===== src/rtl/dreq_bridge_pkg.sv =====
package dreq_bridge_pkg;
  typedef struct packed {
    logic push;    // store hostData at the tail
    logic pop;     // hand the head word to the DMA side
    logic decRem;  // count one word off the remaining length
  } dreqStrobes_t;
endpackage


===== src/rtl/dreq_bridge_datapath.sv =====
module dreq_bridge_datapath
  import dreq_bridge_pkg::*;
#(
  parameter int DEPTH = 8,
  parameter int DW    = 16,
  parameter int LENW  = 16,
  parameter int CNTW  = 24,
  parameter int AW    = 32,
  localparam int CW   = $clog2(DEPTH + 1)
) (
  input  logic            clk,
  input  logic            rstN,
  input  dreqStrobes_t    strb,
  input  logic [DW-1:0]   hostData,
  input  logic            lenWr,
  input  logic [LENW-1:0] lenData,
  input  logic            chLoad,
  input  logic [CNTW-1:0] chCountIn,
  input  logic [AW-1:0]   chAddrIn,
  output logic [CW-1:0]   fillCount,
  output logic            full,
  output logic [LENW-1:0] remLen,
  output logic [CNTW-1:0] chCount,
  output logic [AW-1:0]   dmaAddr,
  output logic [DW-1:0]   dmaData
);
  localparam int STEP = DW / 8;
  localparam logic [CW-1:0] DEPTH_C = CW'(DEPTH);

  logic [DW-1:0] slot [DEPTH];
  logic [CW-1:0] wrPos;

  // The tail slot moves up by one when the head leaves in the same cycle.
  assign wrPos = strb.pop ? fillCount - CW'(1) : fillCount;

  for (genvar i = 0; i < DEPTH; i++) begin : g_slot
    localparam logic [CW-1:0] IDX = CW'(i);
    logic [DW-1:0] above;
    if (i < DEPTH - 1) begin : g_mid
      assign above = slot[i + 1];
    end else begin : g_top
      assign above = '0;
    end
    always_ff @(posedge clk) begin
      if (!rstN) begin
        slot[i] <= '0;
      end else if (strb.push && wrPos == IDX) begin
        slot[i] <= hostData;
      end else if (strb.pop) begin
        slot[i] <= above;
      end
    end
  end

  always_ff @(posedge clk) begin
    if (!rstN) begin
      fillCount <= '0;
    end else begin
      fillCount <= fillCount + CW'(strb.push) - CW'(strb.pop);
    end
  end

  always_ff @(posedge clk) begin
    if (!rstN) begin
      remLen <= '0;
    end else if (lenWr) begin
      remLen <= lenData;
    end else if (strb.decRem && remLen != '0) begin
      remLen <= remLen - LENW'(1);
    end
  end

  always_ff @(posedge clk) begin
    if (!rstN) begin
      chCount <= '0;
      dmaAddr <= '0;
    end else if (chLoad) begin
      chCount <= chCountIn;
      dmaAddr <= chAddrIn;
    end else if (strb.pop) begin
      chCount <= chCount - CNTW'(1);
      dmaAddr <= dmaAddr + AW'(STEP);
    end
  end

  assign full    = (fillCount == DEPTH_C);
  assign dmaData = slot[0];
endmodule


===== src/rtl/dreq_bridge_ctrl.sv =====
module dreq_bridge_ctrl
  import dreq_bridge_pkg::*;
#(
  parameter int DEPTH = 8,
  parameter int GROUP = 4,
  parameter int LENW  = 16,
  parameter int CNTW  = 24,
  localparam int CW   = $clog2(DEPTH + 1)
) (
  input  logic            clk,
  input  logic            rstN,
  input  logic            hostWr,
  input  logic            dmaAck,
  input  logic            actSet,
  input  logic [CW-1:0]   fillCount,
  input  logic            full,
  input  logic [LENW-1:0] remLen,
  input  logic [CNTW-1:0] chCount,
  output dreqStrobes_t    strb,
  output logic            active,
  output logic            dmaReq
);
  localparam logic [CW-1:0] GROUP_C = CW'(GROUP);

  logic [CW-1:0] nextFill;
  logic          lastWord;
  logic          chEnds;
  logic          groupReady;
  logic          reqDrop;

  always_comb begin
    strb        = '0;
    strb.push   = hostWr && active && !full;
    strb.pop    = dmaAck && fillCount != '0 && chCount != '0;
    strb.decRem = strb.pop;
  end

  assign nextFill   = fillCount + CW'(strb.push) - CW'(strb.pop);
  assign lastWord   = strb.pop && remLen == LENW'(1);
  assign chEnds     = strb.pop && chCount == CNTW'(1);
  assign groupReady = strb.push && nextFill != '0 && (nextFill % GROUP_C) == '0;
  assign reqDrop    = (strb.pop && nextFill == '0) || chEnds;

  always_ff @(posedge clk) begin
    if (!rstN) begin
      active <= 1'b0;
    end else if (lastWord) begin
      active <= 1'b0;
    end else if (actSet) begin
      active <= 1'b1;
    end
  end

  always_ff @(posedge clk) begin
    if (!rstN) begin
      dmaReq <= 1'b0;
    end else if (reqDrop) begin
      dmaReq <= 1'b0;
    end else if (groupReady) begin
      dmaReq <= 1'b1;
    end
  end
endmodule


===== src/rtl/dreq_bridge.sv =====
module dreq_bridge
  import dreq_bridge_pkg::*;
#(
  parameter int DEPTH = 8,
  parameter int GROUP = 4,
  parameter int DW    = 16,
  parameter int LENW  = 16,
  parameter int CNTW  = 24,
  parameter int AW    = 32,
  localparam int CW   = $clog2(DEPTH + 1)
) (
  input  logic            clk,
  input  logic            rstN,
  input  logic            hostWr,
  input  logic [DW-1:0]   hostData,
  input  logic            lenWr,
  input  logic [LENW-1:0] lenData,
  input  logic            actSet,
  input  logic            chLoad,
  input  logic [CNTW-1:0] chCountIn,
  input  logic [AW-1:0]   chAddrIn,
  input  logic            dmaAck,
  output logic            active,
  output logic            full,
  output logic [CW-1:0]   fillCount,
  output logic [LENW-1:0] remLen,
  output logic            dmaReq,
  output logic [DW-1:0]   dmaData,
  output logic [AW-1:0]   dmaAddr,
  output logic [CNTW-1:0] chCount
);
  dreqStrobes_t strb;

  dreq_bridge_ctrl #(
    .DEPTH(DEPTH), .GROUP(GROUP), .LENW(LENW), .CNTW(CNTW)
  ) u_ctrl (
    .clk(clk), .rstN(rstN), .hostWr(hostWr), .dmaAck(dmaAck),
    .actSet(actSet), .fillCount(fillCount), .full(full),
    .remLen(remLen), .chCount(chCount), .strb(strb),
    .active(active), .dmaReq(dmaReq)
  );

  dreq_bridge_datapath #(
    .DEPTH(DEPTH), .DW(DW), .LENW(LENW), .CNTW(CNTW), .AW(AW)
  ) u_dp (
    .clk(clk), .rstN(rstN), .strb(strb), .hostData(hostData),
    .lenWr(lenWr), .lenData(lenData), .chLoad(chLoad),
    .chCountIn(chCountIn), .chAddrIn(chAddrIn),
    .fillCount(fillCount), .full(full), .remLen(remLen),
    .chCount(chCount), .dmaAddr(dmaAddr), .dmaData(dmaData)
  );
endmodule


===== config.mk =====
export PLATFORM = sky130hd
export DESIGN_NAME = dreq_bridge
export DESIGN_NICKNAME = d
export VERILOG_FILES = /design/src/rtl/dreq_bridge_pkg.sv /design/src/rtl/dreq_bridge_datapath.sv /design/src/rtl/dreq_bridge_ctrl.sv /design/src/rtl/dreq_bridge.sv
export SDC_FILE = /design/constraint.sdc
export NUM_CORES = 1
export LEC_CHECK = 0
export CAP_MARGIN = 15
export CORE_ASPECT_RATIO = 0.7
export CORE_MARGIN = 4
export CORE_UTILIZATION = 30
export CTS_CLUSTER_SIZE = 8
export DETAILED_ROUTE_END_ITERATION = 7
export GPL_ROUTABILITY_DRIVEN = 0
export PLACE_DENSITY_LB_ADDON = 0.2
export SYNTH_ARGS = -nofsm -noshare
export SYNTH_HDL_FRONTEND = slang
export SYNTH_SLANG_ARGS = --single-unit

===== constraint.sdc =====
create_clock -name clk -period 3.6 [get_ports clk]
set_input_delay 0.36 -clock clk [delete_from_list [all_inputs] [get_ports clk]]
set_output_delay 0.36 -clock clk [all_outputs]
set_load 0.01 [all_outputs]

---- After elaboration in Yosys (flattened, before gate mapping) ----
Memories as Yosys holds them, arrays and structs flattened.
Index checks and enable logic that the tools add are counted.
storage, ports and cells
  register bits after elaboration ......... 78
  output and inout bits ................... 95
  memories ................................ 1
  input bits .............................. 95
  bits in writable memories ............... 128
cells by class
  bitwise logic cells ..................... 17
  multiplexer cells ....................... 73
  reduce and logical (&&, ||, !) cells .... 31
  $add $sub $neg .......................... 6
  equal/unequal tests ..................... 10
memories
  memory     depth  bits a word  rd ports  clocked after memory_dff  write ports  RTL line                    source
  u_dp.slot  8      16           8         0                         8            dreq_bridge_datapath.sv:30  logic [DW-1:0] slot [DEPTH];
operators with widths
  cell                                                                  count
  16-bit two-way mux                                                    18
  32-bit two-way mux                                                    2
  1-bit two-way mux                                                     50
  24-bit two-way mux                                                    2
  32-bit by 2-bit adder with 32-bit output, second input constant       1
  24-bit by 1-bit == test with 1-bit output, second input constant      1
  24-bit nonzero test                                                   1
  24-bit by 1-bit subtractor with 24-bit output, second input constant  1
  1-bit logical AND                                                     18
  16-bit by 1-bit == test with 1-bit output, second input constant      1
  4-bit by 3-bit == test with 1-bit output, second input constant       4
  1-bit bitwise OR                                                      16
  16-bit nonzero test                                                   1
  16-bit by 1-bit subtractor with 16-bit output, second input constant  1
  4-bit zero test                                                       3
  4-bit by 2-bit == test with 1-bit output, second input constant       2
  4-bit nonzero test                                                    2
  4-bit by 1-bit adder with 4-bit output                                1
  4-bit by 1-bit == test with 1-bit output, second input constant       1
  4-bit == test, second input constant                                  1
  4-bit two-way mux                                                     1
  2-bit nonzero test                                                    2
  2-bit OR reduction                                                    2
  4-bit by 1-bit subtractor with 4-bit output                           1
  other kinds (4)                                                       4

---- Depth between registers and ports, before layout ----
  depth in word-level cells ............... 11
  mapped depth ............................ 17
  depth with buffers taken out ............ 15

---- Hierarchy ----
From an unflattened synthesis, not the netlist that was laid out.
second synthesis, totals
  cell total of the unflattened synthesis .. 1005
  area total of the unflattened synthesis .. 10603.9 um2
modules (own cells, without submodules)
  module                sequential area each (um2)  times used  cells an instance  area an instance (um2)
  dreq_bridge_datapath  5365.1                      1           954                10197.3
  dreq_bridge_ctrl      40.0                        1           51                 406.6

---- Worst setup path after synthesis ----
OpenSTA, ideal clock, no wires.
  kind .................................... flip-flop to flip-flop
  from .................................... reg u_dp.chCount[2]
  to ...................................... reg u_ctrl.dmaReq
  data required time ...................... 3.473 ns
  data arrival time ....................... 3.567 ns
  path slack .............................. -0.093 ns
  clock period less this slack ............ 3.693 ns
  buffers on the path ..................... 2
  stages on the path, launching flop included .. 16
  cells stage by stage .................... dfxtp_1 or4_4 or4_1 o21ai_2 inv_2 buf_6 buf_2 ha_1 inv_1 ha_1 inv_1 fa_1 xor2_1 nand2b_1 a41oi_1 a211oi_1
on the way
  cells in the longest elaborated chain, start to end .. 7
  elaborated cells on any way between the ends .. 13
  classes of those cells .................. add/sub (1); eq/ne (1); reduce/logical (11)
ends and longest elaborated chain
  element                                      RTL line                    source
  from (decl)                                  dreq_bridge_datapath.sv:23  output logic [CNTW-1:0] chCount,
  from (signal assigned)                       dreq_bridge_datapath.sv:78  chCount <= chCountIn;
  from (signal assigned)                       dreq_bridge_datapath.sv:81  chCount <= chCount - CNTW'(1);
  24-bit nonzero test                          dreq_bridge_ctrl.sv:34      strb.pop = dmaAck && fillCount != '0 && chCount != '0;
  1-bit logical AND                            dreq_bridge_ctrl.sv:34
  4-bit by 1-bit subtractor with 4-bit output  dreq_bridge_ctrl.sv:38      assign nextFill = fillCount + CW'(strb.push) - CW'(strb.pop);
  4-bit zero test                              dreq_bridge_ctrl.sv:42      assign reqDrop = (strb.pop && nextFill == '0) || chEnds;
  1-bit logical AND                            dreq_bridge_ctrl.sv:42
  1-bit logical OR                             dreq_bridge_ctrl.sv:42
  2-bit OR reduction (no source line)          -
  to (signal assigned)                         dreq_bridge_ctrl.sv:56      dmaReq <= 1'b0;
  to (signal assigned)                         dreq_bridge_ctrl.sv:58      dmaReq <= 1'b0;
  to (signal assigned)                         dreq_bridge_ctrl.sv:60      dmaReq <= 1'b1;
  to (decl)                                    dreq_bridge_ctrl.sv:21      output logic dmaReq
Several ways; a longest one is shown, not always the timed one.
A chain may end at the register's enable or synchronous reset.

==> reports/qor.txt <==
run status: finished, final reports clean
Clk Latency, worst-skew pair: 0.54 ns
Critical Path Fanout Max: 32
Num CTS Buffers: 29
cell taking the most area after synthesis: edfxtp_1
worst setup path startpoint: u_dp.chCount[2]
post-route cell area: 13200 um^2
Startpoint Class: flip-flop
Min-Delay Path Depth: 3
TritonRoute pass-1 iters: 5
clock tree sinks: 206
share of layout cells above drive strength 1: 8.62%
Synth Area per Inst: 11.2 um^2
FF-to-FF Start: u_dp.chCount[2]
relative slew slack: 40.1%
Rows: 55
HP Class: in2reg
worst slack at placement: 0.0977 ns
area grow syn2layout: 32.6%
Clock Skews: 0.0109 ns
Post-synth EDFFs: 128
TritonCTS clock tree: done
# Max-Cap Violations: 0
cell area after placement: 12400 um^2
Bufs on Longest Clock Path: 3
FMAX: 0.290 GHz
Max Transition Viols Final: 0
final hold slack: 0.394 ns
post-layout util: 40.7%
final period utilization: 95.8%
initial antenna violation count: 0
routed wire length: 29700 um
Final Hold Vio Count: 0
drt drc: 0
DRT antenna net count: 0
Cell variety after synth: 55
RSZ-0062 raised after global routing: false
R2R depth: 10
syn nets: 1004
CP endpoint kind: flip-flop
worst vdd ir: 0.334 mV
ranking of synthesized cells by area: edfxtp_1 38%, dfxtp_1 16%, a32o_1 11%
CP Cell Sequence: or4_4, or4_4, o21ai_4, inv_2, ha_4, inv_2, nand2_1, nor4_1, a31o_4, a32o_1
Die ar.: 36300 um^2
DR vias/cell: 5.31
core area: 32600 um^2
P per Cell Area: 628 nW/um^2
total track usage: 15.8%
Starting Density: 30.7%
critical path arrival: 3.84 ns
DR iter-0 viols: 550
FF-to-FF End: u_dp.slot[0][25]
CTS clk-pin slew, worst paths: 0.06 ns
top-area cell type share of the netlist area: 38.5%
worst setup margin: 0.150 ns
via count: 8060
H-Tree Depth: 1
asr flop ratio synth: 0%
num ports: 190
Mapped Cells: 894
most common cell in the synthesized netlist: edfxtp_1
Worst Tran Pin Value: 0.898 ns
setup total negative slack: 0 ns
flop2flop setup slack: 0.15 ns
Setup Buffers After CTS: 0
Worst Hold End: u_dp.remLen[1]
slowest CP cell: or4_4
first-pass GRT wire length: 46300 um
Top FF cell, synth: edfxtp_1
ANT cells: 0
CP required: 3.99 ns
number of synthesized register bits: 206
hold path startpoint: lenData[1]
port bufs: 189
number of global-route vias before repair: 7780
pin count of the biggest net entering global routing: 65
Lkg Pwr: 4.65 nW
CTS root buffer: clkbuf_16
final number of setup-violating endpoints: 0
HPWL after detailed placement: 20700 um
critical path's largest stage delay: 0.58 ns
yosys warns: 0
critical path class: reg2reg
minimum clock period: 3.45 ns
most frequent cells after synthesis: 128 x edfxtp_1, 112 x a32o_1, 78 x dfxtp_1
grt ovf: 0
Syn Std Cell Area: 9990 um^2
Die Ht: 161 um
WL/cell: 19.6 um
register area share after synthesis: 54.1%
nets: 1185
Die X: 226 um
## worst max path at each step
stage                                  end  cells after the start  slack, ns
after global placement    u_dp.slot[1][24]                     10       0.12
after detailed placement  u_dp.slot[0][25]                     10        0.1
after floorplan              u_ctrl.dmaReq                     16       0.05
after global routing         u_ctrl.dmaReq                     13       0.05
after CTS                 u_dp.slot[0][25]                     10       0.02
final                     u_dp.slot[0][25]                     10       0.15
## area by class of cell
class	instances	area (um^2)
Clock buffer	47	793
Fill cell	3099	19300
Inverter	17	63.8
Multi-Input combinational cell	587	4180
Sequential cell	206	5410
Tap cell	427	534
Timing Repair Buffer	234	2260
## stage by stage
| stage | std cells | total power [mW] |
|---|---|---|
| CTS | 1516 | 8.33 |
| detailed placement | 1469 | 5.82 |
| global route | 1518 | 8.76 |
| global placement | 1468 | 5.81 |
| finish | 1518 | 8.31 |
| floorplan | 894 | 4.92 |
## critical path: cells and delay by family (launching register included)
| family | cells | cell delay [ns] |
|---|---|---|
| buffers and inverters | 2 | 0.19 |
| AOI/OAI and AO/OA | 3 | 0.83 |
| adders and majority gates | 1 | 0.24 |
| DFF | 1 | 0.31 |
| and+or+nand+nor | 4 | 1.73 |
## flip-flops by register name, indices dropped and copies added (netlist names)
register	flops
u_ctrl.dmaReq	1
u_dp.slot	128
u_dp.remLen	16
u_dp.chCount	24
u_dp.fillCount	4
u_ctrl.active	1
u_dp.dmaAddr	32
## logic make-up after synthesis
family / Yosys count / synth area share (%)
flops: 206 / 54.1
buf+inv: 101 / 4.47
simple gates: 205 / 11.6
mux: 1 / 0.100
compound gates: 297 / 21.7
xor+xnor: 69 / 6.05
fa+ha+maj: 15 / 1.95
## where the power goes
group,internal [mW],switching (mW),total (mW)
clock,1.47,0.985,2.46
sequential,3.07,0.222,3.30
combinational,1.00,1.56,2.56
## placed cells by master (no fill, tap or decap), drive strengths merged, types with 3 or more instances in the layout
master and instances:
clkdlybuf4s50 188, nand3b 5, nand4 16, and3 22, ha 14, a2111oi 3
nand2b 3, a31oi 9, nor4 19, a21oi 68, nand2 22, and4 5
nor3 17, and2 23, a32o 112, or3 6, a21boi 3, inv 17
dfxtp 78, o21ai 76, a21o 11, edfxtp 128, xor2 39, clkbuf 47
nor2 24, xnor2 30, buf 46, or4 8, nand3 29
## routing by layer
metal | track usage (%) | up-vias | routed length [um]
met5 | 0 | - | 0
met4 | 3.57 | 0 | 589
met3 | 3.12 | 46 | 1630
met2 | 20.7 | 233 | 11700
met1 | 25.9 | 3928 | 15800
li1 | - | 3853 | -
## timing repair
| action | 4_1_cts | 5_1_grt |
|---|---|---|
| hold buffers | 0 | 0 |
| endpoints found under the setup margin | 0 | 34 |
| gates resized for setup | 0 | 2 |
(Power assumes the default switching activity.)
